`config.mk`:
```
export PLATFORM = sky130hd
export DESIGN_NAME = hpoll_mailbox
export DESIGN_NICKNAME = d
export VERILOG_FILES = /design/src/rtl/hpoll_pkg.sv /design/src/rtl/hpoll_decode.sv /design/src/rtl/hpoll_job_ctrl.sv /design/src/rtl/hpoll_resp.sv /design/src/rtl/hpoll_mailbox.sv
export SDC_FILE = /design/constraint.sdc
export NUM_CORES = 1
export LEC_CHECK = 0
export ABC_AREA = 1
export BUFFER_PORTS_ARGS = -buffer_cell sky130_fd_sc_hd__buf_2
export CORE_UTILIZATION = 50
export CTS_CLUSTER_SIZE = 30
export DETAILED_ROUTE_END_ITERATION = 10
export PLACE_DENSITY = 0.88
export SLEW_MARGIN = 20
export SYNTH_ARGS = -nofsm -noshare
export SYNTH_HDL_FRONTEND = slang
export SYNTH_HIERARCHICAL = 1
export SYNTH_SLANG_ARGS = --single-unit
```
`constraint.sdc`:
```
create_clock -name clk -period 1.8 [get_ports clk]
set_input_delay 0.27 -clock clk [delete_from_list [all_inputs] [get_ports clk]]
set_output_delay 0.27 -clock clk [all_outputs]
set_load 0.01 [all_outputs]
```
`src/rtl/hpoll_pkg.sv`:
```
package hpoll_pkg;
  localparam int STAT_W  = 3;
  localparam int ST_DONE = 0;
  localparam int ST_BUSY = 1;
  localparam int ST_ERR  = 2;

  typedef enum logic [1:0] {
    ACC_NONE   = 2'd0,
    ACC_LAUNCH = 2'd1,
    ACC_POLL   = 2'd2,
    ACC_RD_ETC = 2'd3
  } acc_e;
endpackage

```
`src/rtl/hpoll_decode.sv`:
```
module hpoll_decode
  import hpoll_pkg::*;
#(
  parameter int ADDR_W      = 4,
  parameter int START_ADDR  = 0,
  parameter int STATUS_ADDR = 1
) (
  input  logic              req,
  input  logic              we,
  input  logic [ADDR_W-1:0] addr,
  output acc_e              kind
);
  localparam logic [ADDR_W-1:0] LAUNCH_A = ADDR_W'(START_ADDR);
  localparam logic [ADDR_W-1:0] POLL_A   = ADDR_W'(STATUS_ADDR);

  always_comb begin
    kind = ACC_NONE;
    if (req) begin
      if (we) begin
        if (addr == LAUNCH_A) kind = ACC_LAUNCH;
      end else if (addr == POLL_A) begin
        kind = ACC_POLL;
      end else begin
        kind = ACC_RD_ETC;
      end
    end
  end
endmodule

```
`src/rtl/hpoll_job_ctrl.sv`:
```
module hpoll_job_ctrl #(
  parameter int DATA_W = 32
) (
  input  logic              clk,
  input  logic              rst,
  input  logic              launch_wr,
  input  logic              eng_done,
  input  logic [DATA_W-1:0] eng_result,
  output logic              busy,
  output logic              done,
  output logic              err,
  output logic [DATA_W-1:0] result,
  output logic              launch
);
  always_ff @(posedge clk) begin
    if (rst) begin
      busy   <= 1'b0;
      done   <= 1'b0;
      err    <= 1'b0;
      result <= '0;
      launch <= 1'b0;
    end else begin
      launch <= 1'b0;
      if (launch_wr) begin
        if (busy) begin
          err <= 1'b1;
        end else begin
          busy   <= 1'b1;
          done   <= 1'b0;
          err    <= 1'b0;
          launch <= 1'b1;
        end
      end
      if (eng_done && busy) begin
        busy   <= 1'b0;
        done   <= 1'b1;
        result <= eng_result;
      end
    end
  end

  assert_launch_accept_R2: assert property (@(posedge clk) disable iff (rst)
    (launch_wr && !busy) |=> (launch && busy && !done && !err));
  assert_launch_single_R2: assert property (@(posedge clk) disable iff (rst)
    launch |=> !launch);
  assert_done_sets_R5: assert property (@(posedge clk) disable iff (rst)
    (eng_done && busy) |=> (done && !busy));
  assert_reject_R6: assert property (@(posedge clk) disable iff (rst)
    (launch_wr && busy) |=> (err && !launch));
  assert_stray_done_R7: assert property (@(posedge clk) disable iff (rst)
    (eng_done && !busy && !launch_wr) |=> ($stable(result) && $stable(done)));
endmodule

```
`src/rtl/hpoll_resp.sv`:
```
module hpoll_resp
  import hpoll_pkg::*;
#(
  parameter int DATA_W = 32
) (
  input  logic              clk,
  input  logic              rst,
  input  acc_e              kind,
  input  logic              busy,
  input  logic              done,
  input  logic              err,
  input  logic [DATA_W-1:0] result,
  output logic              rvalid,
  output logic              retry,
  output logic [DATA_W-1:0] rdata,
  output logic [STAT_W-1:0] rstat
);
  always_ff @(posedge clk) begin
    if (rst) begin
      rvalid <= 1'b0;
      retry  <= 1'b0;
      rdata  <= '0;
      rstat  <= '0;
    end else begin
      rvalid <= 1'b0;
      retry  <= 1'b0;
      rdata  <= '0;
      rstat  <= '0;
      case (kind)
        ACC_POLL: begin
          if (busy) begin
            retry <= 1'b1;
          end else begin
            rvalid         <= 1'b1;
            rdata          <= result;
            rstat[ST_DONE] <= done;
            rstat[ST_BUSY] <= busy;
            rstat[ST_ERR]  <= err;
          end
        end
        ACC_RD_ETC: rvalid <= 1'b1;
        default: ;
      endcase
    end
  end

  assert_resp_exclusive_R9: assert property (@(posedge clk) disable iff (rst)
    !(rvalid && retry));
  assert_retry_no_data_R3: assert property (@(posedge clk) disable iff (rst)
    retry |-> (rdata == '0 && rstat == '0));
endmodule

```
`src/rtl/hpoll_mailbox.sv`:
```
module hpoll_mailbox
  import hpoll_pkg::*;
#(
  parameter int ADDR_W      = 4,
  parameter int DATA_W      = 32,
  parameter int START_ADDR  = 0,
  parameter int STATUS_ADDR = 1
) (
  input  logic              clk,
  input  logic              rst,
  input  logic              host_req,
  input  logic              host_we,
  input  logic [ADDR_W-1:0] host_addr,
  input  logic [DATA_W-1:0] host_wdata,
  output logic              host_rvalid,
  output logic              host_retry,
  output logic [DATA_W-1:0] host_rdata,
  output logic [STAT_W-1:0] host_rstat,
  output logic              job_start,
  input  logic              job_done,
  input  logic [DATA_W-1:0] job_result
);
  localparam logic [ADDR_W-1:0] POLL_A = ADDR_W'(STATUS_ADDR);

  acc_e              kind;
  logic              busy, done, err;
  logic [DATA_W-1:0] result;
  logic              wdata_unused;

  assign wdata_unused = ^host_wdata;

  hpoll_decode #(
    .ADDR_W(ADDR_W), .START_ADDR(START_ADDR), .STATUS_ADDR(STATUS_ADDR)
  ) u_decode (
    .req(host_req), .we(host_we), .addr(host_addr), .kind(kind)
  );

  hpoll_job_ctrl #(.DATA_W(DATA_W)) u_ctrl (
    .clk(clk), .rst(rst),
    .launch_wr(kind == ACC_LAUNCH),
    .eng_done(job_done), .eng_result(job_result),
    .busy(busy), .done(done), .err(err), .result(result),
    .launch(job_start)
  );

  hpoll_resp #(.DATA_W(DATA_W)) u_resp (
    .clk(clk), .rst(rst), .kind(kind),
    .busy(busy), .done(done), .err(err), .result(result),
    .rvalid(host_rvalid), .retry(host_retry),
    .rdata(host_rdata), .rstat(host_rstat)
  );

  assert_read_answered_R9: assert property (@(posedge clk) disable iff (rst)
    (host_req && !host_we) |=> (host_rvalid ^ host_retry));
  assert_write_silent_R9: assert property (@(posedge clk) disable iff (rst)
    (!host_req || host_we) |=> (!host_rvalid && !host_retry));
  assert_poll_busy_retry_R3: assert property (@(posedge clk) disable iff (rst)
    (host_req && !host_we && host_addr == POLL_A && busy) |=> host_retry);
  assert_poll_idle_done_R4: assert property (@(posedge clk) disable iff (rst)
    (host_req && !host_we && host_addr == POLL_A && !busy && done)
      |=> (host_rvalid && host_rstat[ST_DONE]));
endmodule

```
==> impl_metrics.tcl <==
set metrics [dict create \
    yosysWarningCount 6 \
    synth_cell_type_count 16 \
    final-setup-viol-count 0 \
    async_set_reset_flop_share_out_of_synthesis_pct 0 \
    finalSetupTns_ps 0 \
    worstSetupStartpointType "input port" \
    io-pin-count 111 \
    netlist_instances 351 \
    post-cts-setup-buffer-count 0 \
    detail_route.first_pass.iterations 4 \
    number_of_failing_hold_endpoints_at_the_final_stage 0 \
    rsz_0062_raised_after_global_routing "no" \
    syn_nets 424 \
    cts_num_sinks 72 \
    layout_worst_path_cycle_share_pct 64.2 \
    tightest_slew_ps 594 \
    largest_registers "u_ctrl/result (32), u_resp/rdata (32), u_resp/rstat (2)" \
    synth_seq_area_share_pct 54.9 \
    critPathKind "in -> reg" \
    number_of_enable_type_register_cells_in_the_synthesized_netlist 0 \
    clk_pin_slew_ps 70 \
    level_count_of_the_clock_h_tree 3 \
    cts_hold_buffers 0 \
    ff2ff_setup_slack_ps 660 \
    port-buffer-count 77 \
    initial_utilization_pct 51.7 \
    cts_buffers 9 \
    globalRouteTotalUtil_pct 17.7 \
    die-height_um 74.4 \
    finalHoldWorstSlack_ps 161 \
    relSlewSlack_pct 60.1 \
    drt_iter0_drc 77 \
    hold_path.class "in -> reg" \
    final.setup_skew_ps 7.02 \
    outcome "finished, final reports clean" \
    placement.cell_area_mm2 0.00302 \
    critical_path_peak_fanout 19 \
    mappedNetlistArea_mm2 0.00262 \
    syn_avg_cell_area_um2 7.48 \
    drt_drc_violations_left 0 \
    wl_per_cell_um 9.28 \
    drive_above_1_share_pct 27.3 \
    fp-row-count 26 \
    place.gp.congestion 0.718 \
    grt_pass1_vias 1782 \
    gr-total-overflow 0 \
    grt_start_max_net_pins 38 \
    route.detailed.vias_per_inst 4.17 \
    finalInstanceArea_mm2 0.00321 \
    cp-end-kind "flop" \
    final_critical_period_ps 1160 \
    worstPathArrival_ps 1370 \
    pre_cts_slack_ps 269 \
    grt_antenna_before_repair 0 \
    number_of_maximum_capacitance_violations 0 \
    wirelength_mm 4.66 \
    clock_latency_ps 330 \
    design.die.area_mm2 0.00554 \
    clockRootBuffer "sky130_fd_sc_hd__clkbuf_8" \
    area_growth_syn_to_layout_pct 22.2 \
    antenna_violating_nets_left 0 \
    worst_ep_required_ps 2020 \
    num_vias 2093 \
    synth_ff_type "sky130_fd_sc_hd__dfxtp_1" \
    clockBufferDepth 2 \
    fin_nets 501 \
    final_critical_path_setup_slack_ps 645 \
    cts_resized 0 \
    power_leakage_nw 1.67 \
    detailedPlacementHpwl_mm 3.15 \
    power.density_mw_per_mm2 971 \
    peakVddDrop_uv 503 \
    finalMaxSlewViolations 0 \
    core_area_mm2 0.00507 \
    fmax_mhz 866 \
    num_antenna_cells 0 \
    chipWidth_um 74.4 \
    ys_seq_elements 72 \
    clock_tree_from_tritoncts "yes" \
    grt_pass1_wl_mm 7.30 \
]
cells in the final DEF, fill, tap and decap left out, types with 2 or more instances in the layout:
cell	Yosys	layout
sky130_fd_sc_hd__clkbuf_8	0	10
sky130_fd_sc_hd__nor2_1	101	101
sky130_fd_sc_hd__nand2_1	62	61
sky130_fd_sc_hd__clkinv_2	0	3
sky130_fd_sc_hd__buf_4	3	2
sky130_fd_sc_hd__a21oi_1	2	2
sky130_fd_sc_hd__nand2_2	10	11
sky130_fd_sc_hd__dfxtp_1	72	72
sky130_fd_sc_hd__buf_2	4	77
sky130_fd_sc_hd__nor2_2	11	11
sky130_fd_sc_hd__inv_1	74	74
layout make-up:
class / count / area (um^2)
Multi-Input combinational cell: 190 / 790
Inverter: 75 / 282
Timing Repair Buffer: 80 / 420
Tap cell: 70 / 87.6
Sequential cell: 72 / 1440
Clock inverter: 4 / 45.0
Clock buffer: 11 / 141
Fill cell: 500 / 1870
through the flow:
stage          util [%]  total power, mW  instances
2_1_floorplan         -             1.87        351
3_3_place_gp       59.5             1.93        487
3_5_place_dp       59.5             1.94        487
4_1_cts            63.2             3.15        502
5_1_grt            63.2             3.27        502
6_report           63.2             3.11        502
cells by family after synthesis:
family	count (synthesis)	share of synthesized area, %
AO/OA/AOI/OAI	3	0.668
flip-flops	72	54.9
AND/OR/NAND/NOR	186	29.2
other	1	0.143
buffers and inverters	89	15.1
where the power goes:
group	switching (mW)	leakage, nW	internal [mW]
clock network	0.544	0.0989	0.664
registers	0.0244	0.583	1.64
logic	0.141	0.991	0.0968
metal layers:
layer	global-route usage, %	wire [um]	vias to the layer above
met1	20.3	2070	906
met5	0	0	-
li1	-	-	1123
met4	7.76	68	0
met3	7.45	285	7
met2	28.8	2230	57
path summary, 6_finish.rpt:
path,startpoint,to,cells past startpoint
worst max-delay path,rst,u_ctrl/result[14]$_SDFFE_PP0P_,5
worst min-delay path,job_result[9],u_ctrl/result[9]$_SDFFE_PP0P_,3
worst max register to register,u_ctrl/busy$_SDFFE_PP0P_,u_resp/rdata[1]$_SDFF_PP0_,3
worst min register to register,u_ctrl/result[15]$_SDFFE_PP0P_,u_resp/rdata[15]$_SDFF_PP0_,2
cell usage after synthesis, types with 2 or more instances:
library cell | count | area share, %
sky130_fd_sc_hd__nor2_1 | 101 | 14
sky130_fd_sc_hd__buf_4 | 3 | 0.86
sky130_fd_sc_hd__a21oi_1 | 2 | 0.38
sky130_fd_sc_hd__nand2_1 | 62 | 8.9
sky130_fd_sc_hd__inv_1 | 74 | 11
sky130_fd_sc_hd__buf_2 | 4 | 0.76
sky130_fd_sc_hd__dfxtp_1 | 72 | 55
sky130_fd_sc_hd__buf_6 | 6 | 2.6
sky130_fd_sc_hd__nand2_2 | 10 | 2.4
sky130_fd_sc_hd__nor2_2 | 11 | 2.6
critical path: stages:
cell and delay [ps]:
sky130_fd_sc_hd__buf_2 130, sky130_fd_sc_hd__clkinv_1 490, sky130_fd_sc_hd__buf_12 360, sky130_fd_sc_hd__nand2_1 70, sky130_fd_sc_hd__nor2_1 40
Note: power is estimated with default switching activity, not from simulation.
